`config.mk`:
```
export PLATFORM = sky130hd
export DESIGN_NAME = flash_boot_reader
export DESIGN_NICKNAME = d
export VERILOG_FILES = /design/src/rtl/fbr_pkg.sv /design/src/rtl/fbr_spi_shifter.sv /design/src/rtl/fbr_sequencer.sv /design/src/rtl/flash_boot_reader.sv
export SDC_FILE = /design/constraint.sdc
export NUM_CORES = 1
export LEC_CHECK = 0
export ABC_CLOCK_PERIOD_IN_PS = 2300
export CAP_MARGIN = 40
export CORE_UTILIZATION = 35
export CTS_BUF_LIST = sky130_fd_sc_hd__clkbuf_16
export CTS_CLUSTER_SIZE = 30
export DETAILED_ROUTE_END_ITERATION = 8
export GPL_TIMING_DRIVEN = 0
export PLACE_DENSITY = 0.62
export RECOVER_POWER = 25
export SYNTH_ARGS = -nofsm -noshare
export SYNTH_HDL_FRONTEND = slang
export SYNTH_HIERARCHICAL = 1
export SYNTH_SLANG_ARGS = --single-unit
```
`constraint.sdc`:
```
create_clock -name clk -period 2.3 [get_ports clk]
set_clock_uncertainty 0.15 [all_clocks]
set_input_delay 0.345 -clock clk [delete_from_list [all_inputs] [get_ports clk]]
set_output_delay 0.345 -clock clk [all_outputs]
set_load 0.05 [all_outputs]
```
`src/rtl/fbr_pkg.sv`:
```
package fbr_pkg;
  localparam int FRAME_W = 72;

  localparam logic [7:0] OP_STAT_A  = 8'h05;
  localparam logic [7:0] OP_STAT_B  = 8'hD7;
  localparam logic [7:0] OP_RST_EN  = 8'h66;
  localparam logic [7:0] OP_RST_GO  = 8'h99;
  localparam logic [7:0] OP_RST_ALT = 8'hF0;
  localparam logic [7:0] OP_READ3   = 8'h03;
  localparam logic [7:0] OP_READ4   = 8'h13;

  typedef enum logic [3:0] {
    S_REC1, S_STAT, S_GAP_STAT, S_RST1, S_GAP_RST, S_RST2,
    S_REC2, S_READ, S_GAP_READ, S_FIN, S_IDLE
  } seq_state_t;
endpackage

```
`src/rtl/fbr_spi_shifter.sv`:
```
module fbr_spi_shifter
  import fbr_pkg::*;
#(
  parameter int CLK_DIV = 4
) (
  input  logic               clk,
  input  logic               rst_n,
  input  logic               start,
  input  logic [FRAME_W-1:0] frame,
  input  logic [6:0]         nbits,
  input  logic               miso,
  output logic               sck,
  output logic               mosi,
  output logic               cs_n,
  output logic [31:0]        rx_word,
  output logic               finish,
  output logic               busy
);
  localparam int HALF = CLK_DIV / 2;
  localparam int HW   = $clog2(HALF) + 1;

  logic [HW-1:0]      hcnt;
  logic [6:0]         left;
  logic [FRAME_W-1:0] tx;
  logic               phase_end;

  assign phase_end = busy && (hcnt == '0);

  always_ff @(posedge clk or negedge rst_n) begin
    if (!rst_n) begin
      busy    <= 1'b0;
      sck     <= 1'b0;
      hcnt    <= '0;
      left    <= '0;
      tx      <= '0;
      rx_word <= '0;
      finish  <= 1'b0;
    end else begin
      finish <= 1'b0;
      if (start && !busy) begin
        busy <= 1'b1;
        sck  <= 1'b0;
        tx   <= frame;
        left <= nbits;
        hcnt <= HW'(HALF - 1);
      end else if (busy && !phase_end) begin
        hcnt <= hcnt - 1'b1;
      end else if (phase_end) begin
        hcnt <= HW'(HALF - 1);
        if (!sck) begin
          sck     <= 1'b1;
          rx_word <= {rx_word[30:0], miso};
        end else begin
          sck  <= 1'b0;
          tx   <= {tx[FRAME_W-2:0], 1'b0};
          left <= left - 1'b1;
          if (left == 7'd1) begin
            busy   <= 1'b0;
            finish <= 1'b1;
          end
        end
      end
    end
  end

  assign mosi = tx[FRAME_W-1];
  assign cs_n = ~busy;

  // clock parks low while deselected
  a_r1_idle_clock_low: assert property (@(posedge clk) disable iff (!rst_n)
    cs_n |-> !sck);

  // data line is held through every high phase of the clock
  a_r1_mosi_hold_high: assert property (@(posedge clk) disable iff (!rst_n)
    (sck && $past(sck)) |-> $stable(mosi));
endmodule

```
`src/rtl/fbr_sequencer.sv`:
```
module fbr_sequencer
  import fbr_pkg::*;
#(
  parameter int          RST_KIND       = 1,
  parameter int          STATUS_KIND    = 0,
  parameter int          WIDE_ADDR      = 0,
  parameter logic [31:0] FLASH_BASE     = 32'h0,
  parameter int          WORD_COUNT     = 2048,
  parameter int          RECOVER_CYCLES = 8,
  parameter int          GAP_CYCLES     = 8
) (
  input  logic               clk,
  input  logic               rst_n,
  input  logic               eng_busy,
  input  logic               eng_done,
  input  logic [31:0]        eng_rx,
  output logic               eng_start,
  output logic [FRAME_W-1:0] eng_frame,
  output logic [6:0]         eng_nbits,
  output logic [31:0]        word_data,
  output logic               word_valid,
  output logic               words_done
);
  localparam int          CNT_MAX = (RECOVER_CYCLES > GAP_CYCLES) ? RECOVER_CYCLES : GAP_CYCLES;
  localparam int          CW      = $clog2(CNT_MAX + 1);
  localparam int          WCW     = $clog2(WORD_COUNT + 1);
  localparam logic [7:0]  STAT_OP = (STATUS_KIND != 0) ? OP_STAT_B : OP_STAT_A;
  localparam int          ZW      = FRAME_W - 8;

  seq_state_t      st, nxt;
  logic [CW-1:0]   cnt_q, cnt_d;
  logic [WCW-1:0]  words_q;
  logic [31:0]     addr_q;
  logic            dev_busy_q;
  logic            last_word;

  assign last_word = (words_q == WCW'(WORD_COUNT - 1));

  always_comb begin
    nxt = st;
    case (st)
      S_REC1:     if (cnt_q == '0) nxt = S_STAT;
      S_STAT:     if (eng_done) nxt = S_GAP_STAT;
      S_GAP_STAT: if (cnt_q == '0)
                    nxt = dev_busy_q ? S_STAT : ((RST_KIND == 0) ? S_REC2 : S_RST1);
      S_RST1:     if (eng_done) nxt = (RST_KIND == 1) ? S_GAP_RST : S_REC2;
      S_GAP_RST:  if (cnt_q == '0) nxt = S_RST2;
      S_RST2:     if (eng_done) nxt = S_REC2;
      S_REC2:     if (cnt_q == '0) nxt = S_READ;
      S_READ:     if (eng_done) nxt = last_word ? S_FIN : S_GAP_READ;
      S_GAP_READ: if (cnt_q == '0) nxt = S_READ;
      S_FIN:      nxt = S_IDLE;
      default:    nxt = S_IDLE;
    endcase

    eng_start = (nxt != st) && (nxt inside {S_STAT, S_RST1, S_RST2, S_READ});
    eng_frame = '0;
    eng_nbits = '0;
    case (nxt)
      S_STAT: begin
        eng_frame = {STAT_OP, {ZW{1'b0}}};
        eng_nbits = 7'd16;
      end
      S_RST1: begin
        eng_frame = {(RST_KIND == 1) ? OP_RST_EN : OP_RST_ALT, {ZW{1'b0}}};
        eng_nbits = (RST_KIND == 2) ? 7'd32 : 7'd8;
      end
      S_RST2: begin
        eng_frame = {OP_RST_GO, {ZW{1'b0}}};
        eng_nbits = 7'd8;
      end
      S_READ: begin
        if (WIDE_ADDR != 0) begin
          eng_frame = {OP_READ4, addr_q, 32'h0};
          eng_nbits = 7'd72;
        end else begin
          eng_frame = {OP_READ3, addr_q[23:0], 40'h0};
          eng_nbits = 7'd64;
        end
      end
      default: ;
    endcase

    if (nxt != st && (nxt inside {S_GAP_STAT, S_GAP_RST, S_GAP_READ}))
      cnt_d = CW'(GAP_CYCLES - 1);
    else if (nxt != st && nxt == S_REC2)
      cnt_d = CW'(RECOVER_CYCLES - 1);
    else if (cnt_q != '0)
      cnt_d = cnt_q - 1'b1;
    else
      cnt_d = '0;
  end

  always_ff @(posedge clk or negedge rst_n) begin
    if (!rst_n) begin
      st         <= S_REC1;
      cnt_q      <= CW'(RECOVER_CYCLES - 1);
      words_q    <= '0;
      addr_q     <= FLASH_BASE;
      dev_busy_q <= 1'b0;
      word_data  <= '0;
      word_valid <= 1'b0;
      words_done <= 1'b0;
    end else begin
      st         <= nxt;
      cnt_q      <= cnt_d;
      word_valid <= (st == S_READ) && eng_done;
      words_done <= (st == S_FIN);
      if (st == S_STAT && eng_done)
        dev_busy_q <= (STATUS_KIND != 0) ? ~eng_rx[7] : eng_rx[0];
      if (st == S_READ && eng_done) begin
        word_data <= eng_rx;
        addr_q    <= addr_q + 32'd4;
        if (!last_word) words_q <= words_q + 1'b1;
      end
    end
  end

  // no transaction is active while a recovery or deselect wait runs
  a_r7_quiet_during_waits: assert property (@(posedge clk) disable iff (!rst_n)
    (st inside {S_REC1, S_GAP_STAT, S_GAP_RST, S_REC2, S_GAP_READ, S_IDLE}) |-> !eng_busy);

  // word and completion strobes are never raised together
  a_r8_single_strobe: assert property (@(posedge clk) disable iff (!rst_n)
    $onehot0({word_valid, words_done}));

  // completion comes directly after a word strobe
  a_r9_done_after_word: assert property (@(posedge clk) disable iff (!rst_n)
    words_done |-> $past(word_valid));
endmodule

```
`src/rtl/flash_boot_reader.sv`:
```
module flash_boot_reader
  import fbr_pkg::*;
#(
  parameter int          CLK_DIV        = 4,
  parameter int          RST_KIND       = 1,
  parameter int          STATUS_KIND    = 0,
  parameter int          WIDE_ADDR      = 0,
  parameter logic [31:0] FLASH_BASE     = 32'h0,
  parameter int          WORD_COUNT     = 2048,
  parameter int          RECOVER_CYCLES = 8,
  parameter int          GAP_CYCLES     = 8
) (
  input  logic        clk,
  input  logic        rst_n,
  output logic        spi_sck,
  output logic        spi_mosi,
  input  logic        spi_miso,
  output logic        spi_cs_n,
  output logic [31:0] word_data,
  output logic        word_valid,
  output logic        words_done
);
  logic               eng_start, eng_done, eng_busy;
  logic [FRAME_W-1:0] eng_frame;
  logic [6:0]         eng_nbits;
  logic [31:0]        eng_rx;

  fbr_sequencer #(
    .RST_KIND(RST_KIND), .STATUS_KIND(STATUS_KIND), .WIDE_ADDR(WIDE_ADDR),
    .FLASH_BASE(FLASH_BASE), .WORD_COUNT(WORD_COUNT),
    .RECOVER_CYCLES(RECOVER_CYCLES), .GAP_CYCLES(GAP_CYCLES)
  ) u_seq (
    .clk(clk), .rst_n(rst_n), .eng_busy(eng_busy), .eng_done(eng_done),
    .eng_rx(eng_rx), .eng_start(eng_start), .eng_frame(eng_frame),
    .eng_nbits(eng_nbits), .word_data(word_data), .word_valid(word_valid),
    .words_done(words_done)
  );

  fbr_spi_shifter #(.CLK_DIV(CLK_DIV)) u_shift (
    .clk(clk), .rst_n(rst_n), .start(eng_start), .frame(eng_frame),
    .nbits(eng_nbits), .miso(spi_miso), .sck(spi_sck), .mosi(spi_mosi),
    .cs_n(spi_cs_n), .rx_word(eng_rx), .finish(eng_done), .busy(eng_busy)
  );
endmodule

```
==> metrics.md, run 1 <==
| Metric | Value |
|---|---|
| Outcome | complete, no violations |
| N_diodes | 0 |
| Max Root-Sink Buffers | 2 |
| Final worst path period share | 96.6% |
| Routability Congestion | 0.749 |
| Root Driver | clkbuf_16 |
| Die W | 161 um |
| Drc violations | 0 |
| Sequential share of power | 47.2% |
| Worst Path Required | 2.47 ns |
| Initial antenna violation count | 0 |
| Asr flop ratio synth | 100% |
| Synth warnings | 6 |
| Initial core utilization | 36.1% |
| Synth Cell Area | 8870 um^2 |
| Total track usage | 14.6% |
| Register area share after synthesis | 54.5% |
| Min Tclk post-route | 2.22 ns |
| Area fraction of the dominant cell type after synthesis | 53.6% |
| Wire per inst | 13.8 um |
| Register area | 4830 um^2 |
| Commonest non-fill, non-tap cell in the layout | nand2_1 |
| GR Util met1 | 20.5% |
| Leakage | 5.29 nW |
| Num ports | 40 |
| Synth top area cells | dfrtp_1, nand2_1, a22oi_1 |
| Final setup margin | 0.0783 ns |
| Vias post-DR | 6285 |
| Crit path buf inv count | 2 |
| Largest net degree at the start of global routing | 109 |
| Met2 track demand over resource | 22.3% |
| Rel. slew slack | 46.6% |
| Post-synth top area cell | dfrtp_1 |
| Post-synth EDFFs | 0 |
| GRT busiest layer | met2 |
| Slew @ Worst Pin | 0.794 ns |
| Total gr overflow | 0 |
| Clk_lat worst skew | 0.44 ns |
| Worst Setup End Kind | flop |
| DRT Pass-1 Iters | 5 |
| Final WL | 18200 um |
| Cts bufs inserted | 17 |
| Maximum Capacitance Violations | 0 |
| DIE HEIGHT | 161 um |
| Net switching power figure | 3.01 mW |
| Endpoints failing hold | 0 |
| Worst hold path class | reg2reg |
| Layout cell share with drive strength beyond 1 | 19.1% |
| Multi-input logic area | 3660 um^2 |
| Max stage delay on crit path | 0.57 ns |
| Reg2Reg Setup Slack | 0.08 ns |
| CP max FO | 10 |
| Internal Power | 6.26 mW |
| Initial DRC Count | 362 |
| First-pass GRT wire length | 30800 um |
| Pins Over Slew Limit | 0 |
| Power Dens Cells | 867 nW/um^2 |
| Most frequent cells in the layout | nand2_1, dfrtp_1, nand3_1 |
| # setup viols final | 0 |
| Tot Pwr | 9.27 mW |
| Area growth syn-to-layout | 20.4% |
| Peak VDD IR | 0.000572 V |
| Family with the most delay on the worst path | compound AO/OA/AOI/OAI gates |
| Met3 global-route usage | 4.13% |
| Vias per cell | 4.78 |
| Clock power frac | 32.4% |
| Number of global-route vias before repair | 6113 |
| Row count | 57 |
| Fillers | 2354 |
| Yosys cell types | 62 |
| Crit path kind | reg2reg |
| Sw Ratio | 32.4% |
| Synth Instances | 864 |
| Worst path slowest cell | dfstp_2 |
| CTS tree | yes |
| Post-Route Setup TNS | 0 ns |
| Comb power frac | 20.4% |
| Pre-CTS setup slack | -0.507 ns |
| NumNets Final | 987 |
| Die area | 26000 um^2 |
| Maximum clock frequency | 0.450 GHz |
| Post-DP HPWL | 11800 um |
| Core box area | 24600 um^2 |
| Clock Pin Slew Worst Setup and Hold Paths | 0.08 ns |
| Crit path cell chain | nor4_4 -> buf_4 -> o221ai_4 -> a21bo_4 -> and3_4 -> buf_6 -> and2_1 -> a22oi_2 -> nand2_1 |
| Ys flop type | dfrtp_1 |
| Clock sink count | 193 |
| ANT nets after route | 0 |
| Port buffer count | 39 |
| Post-Syn Area per Cell | 10.3 um^2 |
| Critical Path Source Type | flop |
| Yosys reg bits | 193 |
| H-tree Lvls | 4 |
| Critical path arrival | 2.39 ns |
-- worst register-to-register path: stages (launching register included) --
cell	delay, ns
dfstp_2	0.57
nor4_4	0.06
buf_4	0.16
o221ai_4	0.18
a21bo_4	0.26
and3_4	0.20
buf_6	0.14
and2_1	0.17
a22oi_2	0.16
nand2_1	0.07
-- Yosys cell counts, types with 6 or more instances --
library cell	number
a22oi_1	67
buf_4	53
nand3_1	83
nand2_1	199
xnor2_1	23
mux2_2	35
and2_1	23
clkbuf_1	22
a31oi_1	6
inv_1	9
dfrtp_1	190
buf_2	18
nor2_1	22
xor2_1	11
nand4_1	12
nor3_1	6
-- per-layer routing --
metal,vias up,wire length [um]
li1,3111,-
met1,3072,8890
met2,91,8370
met3,11,799
met4,0,111
met5,-,0
-- sequential cells by signal, summed over array words and instances (netlist names), 2 cells and up --
name,flops
u_seq/addr_q,22
u_shift/rx_word,32
u_seq/word_data,32
u_shift/tx,72
u_shift/left,7
u_seq/words_q,12
u_shift/hcnt,2
u_seq/st,4
u_seq/cnt_q,4
-- per-stage QoR --
| stage | instance area [um^2] | util, % | hold WS [ns] | cells |
|---|---|---|---|---|
| after floorplan | 9040 | - | -0.101 | 909 |
| after global placement | 9840 | 40.0 | 0.304 | 1272 |
| after detailed placement | 9870 | 40.1 | 0.257 | 1273 |
| after CTS | 10600 | 42.9 | 0.318 | 1312 |
| after global routing | 10700 | 43.4 | 0.329 | 1316 |
| final | 10700 | 43.4 | 0.317 | 1316 |
-- cell type report --
type | count | share of cell area [%]
clock buffers | 17 | 3.98
flip-flops and latches | 193 | 45.3
repair buffers | 51 | 4.73
multi-input cells | 606 | 34.3
clock inverters | 15 | 1.76
inverters | 10 | 0.386
plain buffers | 100 | 5.84
well taps | 324 | 3.79
-- what timing repair did --
item / 4_1_cts / 5_1_grt
resized for setup: 7 / 25
hold endpoints to repair: 85 / 0
pin swaps: 3 / 10
gates cloned: 0 / 0
endpoints found under the setup margin: 81 / 62
setup buffers: 6 / 4
hold buffers: 1 / 0
-- worst paths after layout --
path / startpoint / cells past startpoint / to
setup / recovery: u_seq/cnt_q[2] / 9 / u_shift/tx[48]
hold / removal: u_seq/addr_q[23] / 1 / u_seq/addr_q[23]
setup reg to reg: u_seq/cnt_q[2] / 9 / u_shift/tx[48]
hold reg to reg: u_seq/addr_q[23] / 1 / u_seq/addr_q[23]
max in group asynchronous: rst_n / 3 / u_shift/tx[64]
min in group asynchronous: rst_n / 2 / u_seq/word_data[18]
-- kinds of logic (layout without fill, tap and decap cells) --
group / after synthesis / count (layout) / share of synthesized area [%]
DFF: 193 / 193 / 54.5
AOI/OAI and AO/OA: 101 / 101 / 8.81
adders and majority gates: 5 / 5 / 0.705
muxes: 35 / 35 / 4.44
xor gates and xnor gates: 34 / 34 / 3.36
buffers and inverters: 110 / 193 / 7.32
and+or+nand+nor: 385 / 385 / 20.8
other: 1 / 46 / 0.0423
-- power groups by stage --
stage                     clock network, mW  registers [mW]  logic, mW
after floorplan                           0            4.37       1.33
after global placement                    0            4.43       1.78
after detailed placement                  0            4.43       1.84
after CTS                              3.11            4.37       1.87
after global routing                   3.24            4.46       2.13
final                                  3.00            4.38       1.89
Note: power is estimated with default switching activity, not from simulation.
==> inputs of run 2 (changes only) <==
--- a/config.mk
+++ b/config.mk
@@ -14,6 +14,7 @@
 export GPL_TIMING_DRIVEN = 0
 export PLACE_DENSITY = 0.62
 export RECOVER_POWER = 25
+export SLEW_MARGIN = 25
 export SYNTH_ARGS = -nofsm -noshare
 export SYNTH_HDL_FRONTEND = slang
 export SYNTH_HIERARCHICAL = 1
==> run 2 against run 1 <==
Core utilization up 0.061 points. Clock power up 2%. Sequential cell count unchanged. Setup slack got worse by 0.0034 ns. Routed wire length is 0.19% lower. Via count up 0.18%. Non-clock buffer count rose by 2. Sequential power is essentially flat. Combinational power about the same. Critical endpoint is now u_shift/tx[59]. Final cell count is 0.15% higher. Sequential share of layout area is 0.075 points lower. First-iteration DRC count shrank 0.28%.
==> metrics.md, run 2 (same netlist as run 1, synthesis figures left out) <==
| Metric | Value |
|---|---|
| Outcome | complete, no violations |
| DRT Pass-1 Iters | 4 (-1) |
| Routability Congestion | 0.749 (unchanged) |
| Reg with most FFs | u_shift/tx |
| Final WL | 18100 um (-0.19%) |
| Rel. slew slack | 39.2% (-7.3 points) |
| Register area | 4830 um^2 (about the same) |
| Final setup margin | 0.0749 ns (-0.00340 ns) |
| Slew @ Worst Pin | 0.912 ns (+0.117 ns) |
| Maximum Capacitance Violations | 0 (unchanged) |
| CTS tree | yes |
| Pins Over Slew Limit | 0 (unchanged) |
| Multi-input logic area | 3650 um^2 (-0.38%) |
| Die W | 161 um (unchanged) |
| Row count | 57 (unchanged) |
| Final Cell Area | 10700 um^2 (+0.14%) |
| Most frequent cells in the layout | nand2_1, dfrtp_1, nand3_1 |
| Total gr overflow | 0 (unchanged) |
| Post-DP HPWL | 11900 um (+0.56%) |
| Min Tclk post-route | 2.23 ns (+0.00340 ns) |
| Initial DRC Count | 361 (-0.28%) |
| RSZ-0062 raised after global routing | yes |
| ANT nets after route | 0 (unchanged) |
| First-pass GRT wire length | 30700 um (-0.36%) |
| Largest net degree at the start of global routing | 66 (-39%) |
| Post-Route Setup TNS | 0 ns (unchanged) |
| Maximum clock frequency | 0.449 GHz (-0.15%) |
| Number of global-route vias before repair | 6208 (+1.6%) |
| Max Root-Sink Buffers | 2 (unchanged) |
| Root Driver | clkbuf_16 |
| Max FFs per register | 72 (unchanged) |
| # setup viols final | 0 (unchanged) |
| Endpoints failing hold | 0 (unchanged) |
| Core box area | 24600 um^2 (unchanged) |
| Die area | 26000 um^2 (unchanged) |
| Initial core utilization | 36.1% (unchanged) |
| Num ports | 40 (unchanged) |
| DIE HEIGHT | 161 um (unchanged) |
| Power Dens Cells | 871 nW/um^2 (+0.46%) |
| Critical path arrival | 2.41 ns (+0.02 ns) |
| CP max FO | 10 (unchanged) |
| Worst Setup End Kind | flop |
| Vias per cell | 4.78 (about the same) |
| Wire per inst | 13.8 um (-0.34%) |
| N_diodes | 0 (unchanged) |
| Critical Path Source Type | flop |
| Fillers | 2367 (+0.55%) |
| Pre-CTS setup slack | -0.487 ns (+0.0193 ns) |
| Drc violations | 0 (unchanged) |
| Initial antenna violation count | 0 (unchanged) |
| Clk_lat worst skew | 0.44 ns (about the same) |
| Vias post-DR | 6296 (+0.18%) |
| Worst hold path class | in2async |
| Final core utilization | 43.5% (+0.061 points) |
| Crit path kind | reg2reg |
| Layout cell share with drive strength beyond 1 | 19.1% (+0.062 points) |
| Largest registers | u_shift/tx: 72 flops, u_seq/word_data: 32 flops, u_shift/rx_word: 32 flops |
| Worst Path Required | 2.49 ns (+0.02 ns) |
| Commonest non-fill, non-tap cell in the layout | nand2_1 |
| Clock sink count | 193 (unchanged) |
| Port buffer count | 39 (unchanged) |
| DP Area | 9900 um^2 (+0.28%) |
| Peak VDD IR | 0.000469 V (-18%) |
| Leakage | 5.31 nW (+0.26%) |
| NumNets Final | 989 (+0.20%) |
| Final worst path period share | 96.7% (+0.15 points) |
| Area growth syn-to-layout | 20.6% |
| Cts bufs inserted | 17 (unchanged) |
| Total track usage | 14.6% (-0.070 points) |
| Clock Pin Slew Worst Setup and Hold Paths | 0.08 ns (about the same) |
| H-tree Lvls | 4 (unchanged) |
[run 2: area by class of cell]
| cell class | count | area share [%] |
|---|---|---|
| Tap cell | 324 | 3.79 |
| Sequential cell | 193 | 45.2 |
| Timing Repair Buffer | 53 | 4.83 |
| Buffer | 100 | 5.96 |
| Clock buffer | 17 | 3.98 |
| Clock inverter | 15 | 1.80 |
| Multi-Input combinational cell | 606 | 34.1 |
| Inverter | 10 | 0.386 |
[run 2: repair_timing]
| item | CTS | global route |
|---|---|---|
| gates resized for setup | 7 | 30 |
| hold buffers | 1 | 0 |
| hold endpoints to repair | 63 | 0 |
| pin swaps | 2 | 4 |
| setup endpoints to repair | 81 | 68 |
| buffers inserted | 5 | 6 |
[run 2: critical path, stage by stage, from the launching register on]
cell      delay (ns)
dfrtp_1         0.45
buf_6           0.18
nor3_2          0.23
nand3_2         0.17
o211ai_4        0.16
and3_4          0.28
buf_6           0.14
and2_1          0.14
nor2_2          0.05
a31oi_1         0.17
[run 2: report_power, final]
part | switching, mW | internal [mW] | leakage, nW
logic | 1.09 | 0.804 | 2.41
clock network | 1.48 | 1.58 | 0.300
registers | 0.395 | 3.97 | 2.60
total | 2.97 | 6.35 | 5.31
[run 2: path summary, 6_finish.rpt]
check                            startpoint             endpoint  slack [ns]  depth (start not counted)
min in group clk           u_seq/addr_q[23]     u_seq/addr_q[23]        0.32                          1
hold reg to reg            u_seq/addr_q[23]     u_seq/addr_q[23]        0.32                          1
setup reg to reg                u_seq/st[0]       u_shift/tx[59]        0.07                          9
setup / recovery                u_seq/st[0]       u_shift/tx[59]        0.07                          9
hold / removal                        rst_n  u_seq/word_data[18]        0.27                          2
max in group asynchronous             rst_n       u_shift/tx[64]        0.40                          3
[run 2: metal layers]
| metal | vias up | share of wire (%) | track usage [%] |
|---|---|---|---|
| met2 | 89 | 46 | 22.1 |
| li1 | 3114 | - | - |
| met3 | 13 | 4.5 | 4.21 |
| met1 | 3080 | 49 | 20.2 |
| met5 | - | 0 | 0 |
| met4 | 0 | 0.80 | 4.03 |
[run 2: through the flow]
stage               total power [mW]  hold WS, ns  cells
global route                    9.85        0.300   1318
detailed placement              6.26        0.181   1274
floorplan                       5.71       -0.101    909
finish                          9.32        0.268   1318
global placement                6.21        0.304   1272
CTS                             9.38        0.295   1312
